<file path="config.mk">
export PLATFORM = sky130hd
export DESIGN_NAME = uart_regif
export DESIGN_NICKNAME = d
export VERILOG_FILES = /design/src/rtl/uart_regif_pkg.sv /design/src/rtl/uart_modeptr.sv /design/src/rtl/uart_cmd_dec.sv /design/src/rtl/uart_irq.sv /design/src/rtl/uart_regif.sv
export SDC_FILE = /design/constraint.sdc
export NUM_CORES = 1
export LEC_CHECK = 0
export BUFFER_PORTS_ARGS = -buffer_cell sky130_fd_sc_hd__buf_2
export CAP_MARGIN = 25
export CORE_MARGIN = 4
export CORE_UTILIZATION = 50
export DETAILED_ROUTE_END_ITERATION = 8
export GPL_TIMING_DRIVEN = 0
export PLACE_DENSITY = 0.86
export SLEW_MARGIN = 20
export SYNTH_ARGS = -nofsm -noshare
export SYNTH_HDL_FRONTEND = slang
export SYNTH_SLANG_ARGS = --single-unit
</file>
<file path="constraint.sdc">
create_clock -name clk -period 5.78 [get_ports clk]
set_input_delay 0.289 -clock clk [delete_from_list [all_inputs] [get_ports clk]]
set_output_delay 0.289 -clock clk [all_outputs]
set_load 0.01 [all_outputs]
</file>
<file path="src/rtl/uart_regif_pkg.sv">
package uart_regif_pkg;
    typedef enum logic {PTR_MR1 = 1'b0, PTR_MR2 = 1'b1} mptr_e;

    localparam int unsigned OFS_MODE  = 'h00;
    localparam int unsigned OFS_STAT  = 'h04;
    localparam int unsigned OFS_CMD   = 'h08;
    localparam int unsigned OFS_DATA  = 'h0C;
    localparam int unsigned OFS_PORT  = 'h10;
    localparam int unsigned OFS_INT   = 'h14;
    localparam int unsigned OFS_RTS1  = 'h38;
    localparam int unsigned OFS_RTS0  = 'h3C;

    typedef enum logic [2:0] {
        GC_NONE = 3'd0, GC_PTR = 3'd1, GC_RXRST = 3'd2, GC_TXRST = 3'd3,
        GC_ERRRST = 3'd4, GC_BRKCLR = 3'd5, GC_BRKON = 3'd6, GC_BRKOFF = 3'd7
    } gcmd_e;
endpackage

</file>
<file path="src/rtl/uart_modeptr.sv">
module uart_modeptr
    import uart_regif_pkg::*;
#(
    parameter int DW = 8
) (
    input  logic          clk,
    input  logic          rst_n,
    input  logic          acc_i,
    input  logic          wr_i,
    input  logic [DW-1:0] wdata_i,
    input  logic          rewind_i,
    output logic [DW-1:0] mr1_o,
    output logic [DW-1:0] mr2_o,
    output logic [DW-1:0] sel_o
);
    mptr_e state, state_nx;

    always_comb begin
        state_nx = state;
        unique case (state)
            PTR_MR1: if (acc_i) state_nx = PTR_MR2;
            PTR_MR2: state_nx = PTR_MR2;
            default: state_nx = PTR_MR1;
        endcase
        if (rewind_i) state_nx = PTR_MR1;
    end

    always_ff @(posedge clk or negedge rst_n) begin
        if (!rst_n) state <= PTR_MR1;
        else        state <= state_nx;
    end

    always_ff @(posedge clk or negedge rst_n) begin
        if (!rst_n) begin
            mr1_o <= '0;
            mr2_o <= '0;
        end else if (acc_i && wr_i) begin
            if (state == PTR_MR1) mr1_o <= wdata_i;
            else                  mr2_o <= wdata_i;
        end
    end

    assign sel_o = (state == PTR_MR1) ? mr1_o : mr2_o;

    // once on mode register 2 the pointer stays there unless rewound
    a_r2_ptr_sticky: assert property (@(posedge clk) disable iff (!rst_n)
        (state == PTR_MR2 && !rewind_i) |=> (state == PTR_MR2));
    // a rewind always lands on mode register 1
    a_r3_rewind: assert property (@(posedge clk) disable iff (!rst_n)
        rewind_i |=> (state == PTR_MR1));
endmodule

</file>
<file path="src/rtl/uart_cmd_dec.sv">
module uart_cmd_dec
    import uart_regif_pkg::*;
(
    input  logic       clk,
    input  logic       rst_n,
    input  logic       cmd_wr_i,
    input  logic [6:0] cmd_i,
    output logic       rewind_o,
    output logic       brk_clr_o,
    output logic       rx_en_o,
    output logic       tx_en_o,
    output logic       rx_reset_o,
    output logic       tx_reset_o,
    output logic       err_reset_o,
    output logic       brk_start_o,
    output logic       brk_stop_o
);
    gcmd_e gc;
    logic [7:0] hit;

    assign gc = gcmd_e'(cmd_i[6:4]);

    always_comb begin
        hit = '0;
        if (cmd_wr_i) hit[gc] = 1'b1;
    end

    assign rewind_o  = hit[GC_PTR];
    assign brk_clr_o = hit[GC_BRKCLR];

    always_ff @(posedge clk or negedge rst_n) begin
        if (!rst_n) begin
            rx_en_o <= 1'b0;
            tx_en_o <= 1'b0;
        end else if (cmd_wr_i) begin
            if (cmd_i[1:0] == 2'b01)      rx_en_o <= 1'b1;
            else if (cmd_i[1:0] == 2'b10) rx_en_o <= 1'b0;
            if (cmd_i[3:2] == 2'b01)      tx_en_o <= 1'b1;
            else if (cmd_i[3:2] == 2'b10) tx_en_o <= 1'b0;
        end
    end

    always_ff @(posedge clk or negedge rst_n) begin
        if (!rst_n) begin
            rx_reset_o  <= 1'b0;
            tx_reset_o  <= 1'b0;
            err_reset_o <= 1'b0;
            brk_start_o <= 1'b0;
            brk_stop_o  <= 1'b0;
        end else begin
            rx_reset_o  <= hit[GC_RXRST];
            tx_reset_o  <= hit[GC_TXRST];
            err_reset_o <= hit[GC_ERRRST];
            brk_start_o <= hit[GC_BRKON];
            brk_stop_o  <= hit[GC_BRKOFF];
        end
    end

    // at most one general pulse at a time
    a_r6_onehot: assert property (@(posedge clk) disable iff (!rst_n)
        $onehot0({rx_reset_o, tx_reset_o, err_reset_o, brk_start_o, brk_stop_o}));
    // receiver enable code 01 sets the enable
    a_r5_rx_on: assert property (@(posedge clk) disable iff (!rst_n)
        (cmd_wr_i && cmd_i[1:0] == 2'b01) |=> rx_en_o);
    // transmitter disable code 10 clears the enable
    a_r5_tx_off: assert property (@(posedge clk) disable iff (!rst_n)
        (cmd_wr_i && cmd_i[3:2] == 2'b10) |=> !tx_en_o);
endmodule

</file>
<file path="src/rtl/uart_irq.sv">
module uart_irq #(
    parameter int DW = 8
) (
    input  logic          clk,
    input  logic          rst_n,
    input  logic          cts_i,
    input  logic          port_rd_i,
    input  logic          brk_chg_i,
    input  logic          brk_clr_i,
    input  logic          mask_wr_i,
    input  logic [DW-1:0] wdata_i,
    input  logic          tx_rdy_i,
    input  logic          rx_rdy_i,
    output logic [DW-1:0] isr_o,
    output logic [DW-1:0] port_o,
    output logic          irq_o
);
    logic cts_q, cos_q, brk_q;
    logic [DW-1:0] mask_q;

    always_ff @(posedge clk or negedge rst_n) begin
        if (!rst_n) begin
            cts_q  <= 1'b0;
            cos_q  <= 1'b0;
            brk_q  <= 1'b0;
            mask_q <= '0;
        end else begin
            cts_q <= cts_i;
            if (cts_i != cts_q)  cos_q <= 1'b1;
            else if (port_rd_i)  cos_q <= 1'b0;
            if (brk_chg_i)       brk_q <= 1'b1;
            else if (brk_clr_i)  brk_q <= 1'b0;
            if (mask_wr_i)       mask_q <= wdata_i;
        end
    end

    always_comb begin
        isr_o    = '0;
        isr_o[7] = cos_q;
        isr_o[2] = brk_q;
        isr_o[1] = rx_rdy_i;
        isr_o[0] = tx_rdy_i;
        port_o    = '0;
        port_o[4] = cos_q;
        port_o[0] = cts_q;
    end

    assign irq_o = |(isr_o & mask_q);

    // the CTS change flag holds until the port view is read
    a_r8_cos_hold: assert property (@(posedge clk) disable iff (!rst_n)
        (cos_q && !port_rd_i) |=> cos_q);
    // the break flag holds until the clear command
    a_r9_brk_hold: assert property (@(posedge clk) disable iff (!rst_n)
        (brk_q && !brk_clr_i) |=> brk_q);
endmodule

</file>
<file path="src/rtl/uart_regif.sv">
module uart_regif
    import uart_regif_pkg::*;
#(
    parameter int AW = 6,
    parameter int DW = 8
) (
    input  logic          clk,
    input  logic          rst_n,
    input  logic          cs_i,
    input  logic          we_i,
    input  logic [AW-1:0] addr_i,
    input  logic [DW-1:0] wdata_i,
    output logic [DW-1:0] rdata_o,
    output logic [DW-1:0] mode1_o,
    output logic [DW-1:0] mode2_o,
    output logic [DW-1:0] clksel_o,
    output logic [DW-1:0] auxctl_o,
    output logic [DW-1:0] txd_o,
    output logic          tx_load_o,
    input  logic [DW-1:0] rxd_i,
    output logic          rx_pop_o,
    input  logic [DW-1:0] chan_stat_i,
    output logic          rx_en_o,
    output logic          tx_en_o,
    output logic          rx_reset_o,
    output logic          tx_reset_o,
    output logic          err_reset_o,
    output logic          brk_start_o,
    output logic          brk_stop_o,
    input  logic          tx_rdy_i,
    input  logic          rx_rdy_i,
    input  logic          brk_chg_i,
    input  logic          cts_i,
    output logic          rts_o,
    output logic          irq_o
);
    localparam logic [AW-1:0] A_MODE = AW'(OFS_MODE);
    localparam logic [AW-1:0] A_STAT = AW'(OFS_STAT);
    localparam logic [AW-1:0] A_CMD  = AW'(OFS_CMD);
    localparam logic [AW-1:0] A_DATA = AW'(OFS_DATA);
    localparam logic [AW-1:0] A_PORT = AW'(OFS_PORT);
    localparam logic [AW-1:0] A_INT  = AW'(OFS_INT);
    localparam logic [AW-1:0] A_RTS1 = AW'(OFS_RTS1);
    localparam logic [AW-1:0] A_RTS0 = AW'(OFS_RTS0);

    logic wr, rd;
    logic rewind, brk_clr;
    logic [DW-1:0] mode_sel, isr, port_view;

    assign wr = cs_i &  we_i;
    assign rd = cs_i & ~we_i;

    uart_modeptr #(.DW(DW)) u_modeptr (
        .clk(clk), .rst_n(rst_n),
        .acc_i(cs_i && addr_i == A_MODE), .wr_i(we_i), .wdata_i(wdata_i),
        .rewind_i(rewind), .mr1_o(mode1_o), .mr2_o(mode2_o), .sel_o(mode_sel)
    );

    uart_cmd_dec u_cmd (
        .clk(clk), .rst_n(rst_n),
        .cmd_wr_i(wr && addr_i == A_CMD), .cmd_i(wdata_i[6:0]),
        .rewind_o(rewind), .brk_clr_o(brk_clr),
        .rx_en_o(rx_en_o), .tx_en_o(tx_en_o),
        .rx_reset_o(rx_reset_o), .tx_reset_o(tx_reset_o), .err_reset_o(err_reset_o),
        .brk_start_o(brk_start_o), .brk_stop_o(brk_stop_o)
    );

    uart_irq #(.DW(DW)) u_irq (
        .clk(clk), .rst_n(rst_n), .cts_i(cts_i),
        .port_rd_i(rd && addr_i == A_PORT),
        .brk_chg_i(brk_chg_i), .brk_clr_i(brk_clr),
        .mask_wr_i(wr && addr_i == A_INT), .wdata_i(wdata_i),
        .tx_rdy_i(tx_rdy_i), .rx_rdy_i(rx_rdy_i),
        .isr_o(isr), .port_o(port_view), .irq_o(irq_o)
    );

    always_ff @(posedge clk or negedge rst_n) begin
        if (!rst_n) begin
            clksel_o  <= '0;
            auxctl_o  <= '0;
            txd_o     <= '0;
            tx_load_o <= 1'b0;
            rx_pop_o  <= 1'b0;
            rts_o     <= 1'b0;
        end else begin
            tx_load_o <= wr && addr_i == A_DATA;
            rx_pop_o  <= rd && addr_i == A_DATA;
            if (wr && addr_i == A_STAT) clksel_o <= wdata_i;
            if (wr && addr_i == A_PORT) auxctl_o <= wdata_i;
            if (wr && addr_i == A_DATA) txd_o    <= wdata_i;
            if (wr && addr_i == A_RTS1 && wdata_i[0]) rts_o <= 1'b1;
            if (wr && addr_i == A_RTS0 && wdata_i[0]) rts_o <= 1'b0;
        end
    end

    always_comb begin
        rdata_o = '0;
        if (rd) begin
            unique case (addr_i)
                A_MODE:  rdata_o = mode_sel;
                A_STAT:  rdata_o = chan_stat_i;
                A_DATA:  rdata_o = rxd_i;
                A_PORT:  rdata_o = port_view;
                A_INT:   rdata_o = isr;
                default: rdata_o = '0;
            endcase
        end
    end

    // set offset with bit 0 drives RTS active
    a_r7_rts_set: assert property (@(posedge clk) disable iff (!rst_n)
        (wr && addr_i == A_RTS1 && wdata_i[0]) |=> rts_o);
    // clear offset with bit 0 drives RTS inactive
    a_r7_rts_clr: assert property (@(posedge clk) disable iff (!rst_n)
        (wr && addr_i == A_RTS0 && wdata_i[0]) |=> !rts_o);
    // the load pulse follows a transmit-buffer write
    a_r11_load: assert property (@(posedge clk) disable iff (!rst_n)
        tx_load_o |-> $past(wr && addr_i == A_DATA));
endmodule

</file>
* Word-level counts from Yosys, hierarchy flattened
Cells that the tools add are included.
Widths: inputs -> output; s select.
** Word-level totals
- Bits in registers :: 62
- Output and inout port bits :: 59
- Logic and storage cells :: 83
** Operators by class
- Order comparisons :: 2
- Equal/unequal tests :: 12
- Multiplexer cells :: 19
- Bitwise logic cells :: 5
- Reductions and logical operators :: 25
** Operators by type and width (count)
- $pmux 8 s5 :: 1
- $mux 8 :: 3
- $logic_and 1x1->1 :: 14
- $mux 1 :: 13
- $eq 6x4->1 const B :: 2
- $eq 6x5->1 const B :: 2
- $eq 6x6->1 const B :: 2
- $reduce_bool 2->1 :: 5
- $and 8x8->8 :: 1
- $reduce_and 2->1 :: 4
- $reduce_or 8->1 :: 1
- $eq 6x3->1 const B :: 1
- $logic_not 6->1 :: 1
- $eq 2x1->1 const B :: 2
- $eq 2x2->1 const B :: 2
- $lt 3x4->1 const B :: 1
- $demux 1 s3 :: 1
- $ge 3x1->1 const B :: 1
- $and 1x1->1 :: 2
- $not 1->1 :: 2
- $pmux 1 s2 :: 1
- $ne 1x1->1 :: 1

* Logic depth before layout (Yosys ltp)
- Depth in word-level cells :: 7
- Mapped depth :: 6

* Cells and area by module
A second synthesis with hierarchy kept.
** Unflattened totals
- Cell total of the unflattened synthesis :: 237
- Area, all modules :: 2905.3 um^2
** Modules (own cells, without submodules)
- uart_regif :: instances 1, cells each 128, area an instance 1442.6 um^2, sequential area each 675.6 um^2
- uart_modeptr :: instances 1, cells each 46, area an instance 752.0 um^2, sequential area each 425.4 um^2
- uart_irq :: instances 1, cells each 36, area an instance 391.6 um^2, sequential area each 175.2 um^2
- uart_cmd_dec :: instances 1, cells each 27, area an instance 319.1 um^2, sequential area each 175.2 um^2

* Worst setup path after synthesis
OpenSTA, ideal clock, no wires.
- Path type :: input to register
- Start point :: input port addr_i[5]
- End point :: register u_modeptr.mr2_o[0]
- Arrival :: 2076 ps
- Required time :: 5655 ps
- Setup slack :: 3579 ps
- Stages on the path :: 6
- Cells stage by stage :: or4_4 or3_1 buf_6 or3_4 buf_6 mux2_4
** On the way
- Longest elaborated chain between the ends :: 4
** RTL lines
- from (decl) :: line uart_regif.sv:11 : input logic [AW-1:0] addr_i,
- $logic_not 6->1 :: line uart_regif.sv:55 : .acc_i(cs_i && addr_i == A_MODE), .wr_i(we_i), .wdata_i(wdata_i),
- $logic_and 1x1->1 :: line uart_regif.sv:55
- $logic_and 1x1->1 :: line uart_modeptr.sv:37 : end else if (acc_i && wr_i) begin
- $reduce_and 2->1 (no line)
- to (signal assigned) :: line uart_modeptr.sv:39 : else mr2_o <= wdata_i;
- to (decl) :: line uart_modeptr.sv:13 : output logic [DW-1:0] mr2_o,
Every way passes these cells.
A chain may end at the register's enable or synchronous reset.

* Worst setup path in the final report
- Start point :: register u_modeptr.state
- End point :: output port rdata_o[0]
** On the way
- Longest elaborated chain between the ends :: 3
** RTL lines
- from (decl) :: line uart_modeptr.sv:16 : mptr_e state, state_nx;
- from (signal assigned) :: line uart_modeptr.sv:30 : else state <= state_nx;
- $mux 8 :: line uart_modeptr.sv:43 : assign sel_o = (state == PTR_MR1) ? mr1_o : mr2_o;
- $pmux 8 s5 :: line uart_regif.sv:99 : unique case (addr_i)
- $mux 8 :: line uart_regif.sv:98 : if (rd) begin
- to (decl) :: line uart_regif.sv:13 : output logic [DW-1:0] rdata_o,
Every way passes these cells.

==> impl_results.md <==
- Final-layout fill cell count: 408
- Overall via count from detail_route: 2057
- Share of Yosys cell area claimed by the top area cell type: 53.9%
- Area of the mapped netlist: 2700 µm²
- Kind of end point of the critical path: primary output
- Vertical die dimension: 81.4 µm
- Cell class contributing the biggest share of worst-path delay: buffers and inverters
- CTS tree: built
- Ordered cell list for the critical path: clkbuf_1 -> mux2_2 -> a32oi_1 -> a21oi_1 -> buf_2
- Portion of the post-synthesis area used by sequential elements: 53.9%
- Critical R2R Launch: u_modeptr.state
- Quantity of hold-fixing buffers added after cts: 0
- Number of slew-limit violations in the final report: 0
- RSZ-0062 raised after global routing: false
- Number of distinct library cell variants in the gate-level netlist after synthesis: 36
- IO Port Bufs: 91
- Clock sink count: 58
- Layout cells sized above 1: 53.5%
- Reg2reg path depth: 5
- Number of non-filler instances in the completed layout: 384
- Period utilisation layout: 40.1%
- Diode insertion count for antenna repair: 0
- Type of the worst min-delay path: in2async
- Number of buffers and inverters on the critical path: 2
- Post-layout nets: 349
- Max Fclk: 431 MHz
- Cell taking the most area after synthesis: sky130_fd_sc_hd__dfrtp_1
- Cell Pwr Density: 254 nW/µm²
- Number of antenna violations at the first check in global routing: 0
- Die area: 6630 µm²
- Width of the chip: 81.4 µm
- Slowest library cell on the worst path: sky130_fd_sc_hd__clkbuf_1
- Initial DRC count: 118
- Largest net degree at the start of global routing: 59
- First-pass GRT wire length: 10400 µm
- DRC viols: 0
- CP max FO: 10
- Worst endpoint required time: 5.49 ns
- Area of combinational cells with multiple inputs: 1170 µm²
- Crit path arrival time: 2.03 ns
- GRT Residual Overflow: 0
- Instance count after placement with tap cells included: 368
- Min Hold Slack: 0.0222 ns
- Post-CTS setup buffer count: 0
- Post-Synthesis Mean Instance Area: 13.0 µm²
- Mapped Cells: 207
- Number of detailed-routing iterations run before antenna repair: 4
- Worst voltage drop across the vdd grid: 0.180 mV
- Number of global-route vias before repair: 2041
- Crit Path Category: reg2out
- HPWL after detailed placement: 4860 µm
- Worst setup SP type: register
- Via density per instance: 5.36
- Number of antenna-violating nets in the routed design: 0
- Clock root buffer: sky130_fd_sc_hd__clkbuf_8
- Leading cell types by total area after synthesis: sky130_fd_sc_hd__dfrtp_1, sky130_fd_sc_hd__mux2_2, sky130_fd_sc_hd__mux2i_1, sky130_fd_sc_hd__mux2_4, sky130_fd_sc_hd__o22a_2
- Register area: 1450 µm²
- Number of max-capacitance violations reported: 0
- Slack of the worst reg-to-reg path: 3.77 ns
- Std cell rows: 26
- Final GP Congestion: 0.763
- Largest clock skew in the final design: 0.00278 ns
- Synthesis-to-layout area growth: 26.3%
- Max stage delay on crit path: 0.57 ns
- Final wirelength: 6650 µm
- Number of hold violations in the final report: 0
- Clock input transition at the sequential cells of the worst setup and hold paths: 0.06 ns
- Flops & latches, synth: 58
- Run status: completed
- Reg-to-reg critical path endpoint: u_modeptr.mr2_o[0]
- Clock Tree Buf Depth: 2
- Core box area: 5170 µm²
- Yosys Warn Count: 0
- Synthesized netlist net count: 247
- Actual slew at the worst max-slew pin: 0.811 ns
- Initial core utilization: 52.1%
- Number of H-tree levels: 3
- Overall global routing resource usage: 21.5%
- Sum of negative setup slack: 0 ns
- Minimum clock period: 2.32 ns
- Avg WL per Cell: 17.3 µm
- Leakage power summed over all cells: 1.87 nW
- Sum of internal, switching and leakage power: 0.864 mW
- I/O Pins: 97
- CTS Buf Count: 9
- Total of endpoints with negative setup slack in the final report: 0
- Clock latency at the later pin of the worst-skew pair: 0.32 ns
- Post-CTS resize count: 0
- Max_slew headroom: 45.7%
==> cells in the mapped netlist <==
| library cell | instances |
|---|---|
| sky130_fd_sc_hd__a21o_1 | 1 |
| sky130_fd_sc_hd__a21oi_1 | 6 |
| sky130_fd_sc_hd__a22o_2 | 1 |
| sky130_fd_sc_hd__a22oi_1 | 2 |
| sky130_fd_sc_hd__a32oi_1 | 1 |
| sky130_fd_sc_hd__and2b_2 | 1 |
| sky130_fd_sc_hd__buf_1 | 3 |
| sky130_fd_sc_hd__buf_2 | 1 |
| sky130_fd_sc_hd__buf_6 | 2 |
| sky130_fd_sc_hd__clkbuf_1 | 3 |
| sky130_fd_sc_hd__dfrtp_1 | 58 |
| sky130_fd_sc_hd__ha_1 | 2 |
| sky130_fd_sc_hd__inv_1 | 5 |
| sky130_fd_sc_hd__mux2_2 | 40 |
| sky130_fd_sc_hd__mux2_4 | 8 |
| sky130_fd_sc_hd__mux2i_1 | 15 |
| sky130_fd_sc_hd__nand2_1 | 14 |
| sky130_fd_sc_hd__nand2b_1 | 1 |
| sky130_fd_sc_hd__nand3_1 | 3 |
| sky130_fd_sc_hd__nand4_1 | 1 |
| sky130_fd_sc_hd__nor2_1 | 11 |
| sky130_fd_sc_hd__nor2b_1 | 1 |
| sky130_fd_sc_hd__nor3_1 | 6 |
| sky130_fd_sc_hd__nor3_2 | 1 |
| sky130_fd_sc_hd__nor3_4 | 1 |
| sky130_fd_sc_hd__nor3b_1 | 1 |
| sky130_fd_sc_hd__nor4_1 | 2 |
| sky130_fd_sc_hd__nor4b_1 | 2 |
| sky130_fd_sc_hd__o211ai_1 | 1 |
| sky130_fd_sc_hd__o22a_1 | 1 |
| sky130_fd_sc_hd__o22a_2 | 6 |
| sky130_fd_sc_hd__or3_1 | 2 |
| sky130_fd_sc_hd__or3_2 | 1 |
| sky130_fd_sc_hd__or3_4 | 1 |
| sky130_fd_sc_hd__or4_4 | 1 |
| sky130_fd_sc_hd__xor2_1 | 1 |
==> cells in the final DEF (no fill, tap or decap), drive strengths merged, types with 3 or more instances in the layout <==
| master | count |
|---|---|
| nor2 | 11 |
| inv | 5 |
| o22a | 7 |
| nand3 | 3 |
| dfrtp | 58 |
| or3 | 4 |
| buf | 97 |
| clkinv | 3 |
| mux2 | 48 |
| nand2 | 14 |
| clkbuf | 16 |
| a21oi | 6 |
| nor3 | 8 |
| mux2i | 15 |
==> state kept, by name, summed over array words and instances, names as in the netlist <==
register,count
txd_o,8
rx_pop_o,1
u_modeptr.state,1
u_cmd.rx_en_o,1
u_cmd.tx_reset_o,1
auxctl_o,8
u_cmd.rx_reset_o,1
u_modeptr.mr1_o,8
u_cmd.tx_en_o,1
clksel_o,8
u_cmd.brk_stop_o,1
u_modeptr.mr2_o,8
tx_load_o,1
u_cmd.err_reset_o,1
u_cmd.brk_start_o,1
u_irq.brk_q,1
u_irq.cts_q,1
u_irq.cos_q,1
rts_o,1
u_irq.mask_q,4
==> worst register-to-register path, delay by kind of cell (launching register included) <==
kind	cells	cell delay (ns)
buffers and inverters	3	0.86
flip-flops	1	0.32
multiplexers	1	0.30
AND/OR/NAND/NOR	1	0.41
==> routing by layer <==
layer	GRT usage (%)	vias up	routed length, µm
met1	28.0	1011	2810
met2	34.0	89	3160
met5	0	-	0
li1	-	950	-
met4	9.63	0	69
met3	5.15	7	601
==> how the worst max path moves through the flow <==
stage	slack, ns	from	to	depth (start not counted)
floorplan	3.58	addr_i[5]	u_modeptr.mr2_o[0]	6
global placement	3.39	addr_i[5]	u_modeptr.mr2_o[3]	7
detailed placement	3.38	addr_i[2]	txd_o[2]	5
CTS	3.44	u_modeptr.state	rdata_o[0]	5
global route	3.36	u_modeptr.state	rdata_o[0]	5
finish	3.46	u_modeptr.state	rdata_o[0]	5
==> cells by family (layout without fill, tap and decap cells) <==
| family | Yosys count | in the layout | synth area share (%) |
|---|---|---|---|
| and+or+nand+nor | 50 | 50 | 10.1 |
| xor gates and xnor gates | 1 | 1 | 0.325 |
| buffers and inverters | 14 | 121 | 2.55 |
| AOI/OAI and AO/OA | 19 | 19 | 5.48 |
| muxes | 63 | 63 | 26.7 |
| DFF | 58 | 58 | 53.9 |
| adders and majority gates | 2 | 2 | 0.928 |
==> stage by stage <==
step	worst slack [ns]	utilization (%)	cell area [µm²]
global placement	3.39	62.6	3240
detailed placement	3.38	62.7	3240
CTS	3.44	65.8	3400
finish	3.46	65.8	3400
floorplan	3.58	-	2700
global route	3.36	65.8	3400
==> power by group <==
| group | switching (mW) | total (mW) | internal, mW |
|---|---|---|---|
| logic | 0.0590 | 0.111 | 0.0525 |
| registers | 0.0120 | 0.440 | 0.428 |
| clock network | 0.147 | 0.312 | 0.166 |
| total | 0.218 | 0.864 | 0.646 |
==> area by class of cell <==
class	count	share of cell area (%)
inverters	5	0.551
flip-flops and latches	58	42.6
multi-input cells	135	34.5
plain buffers	9	1.47
well taps	70	2.57
clock buffers	13	4.37
clock inverters	3	0.441
repair buffers	91	13.5
No activity file was read; power rests on OpenSTA's default activity.
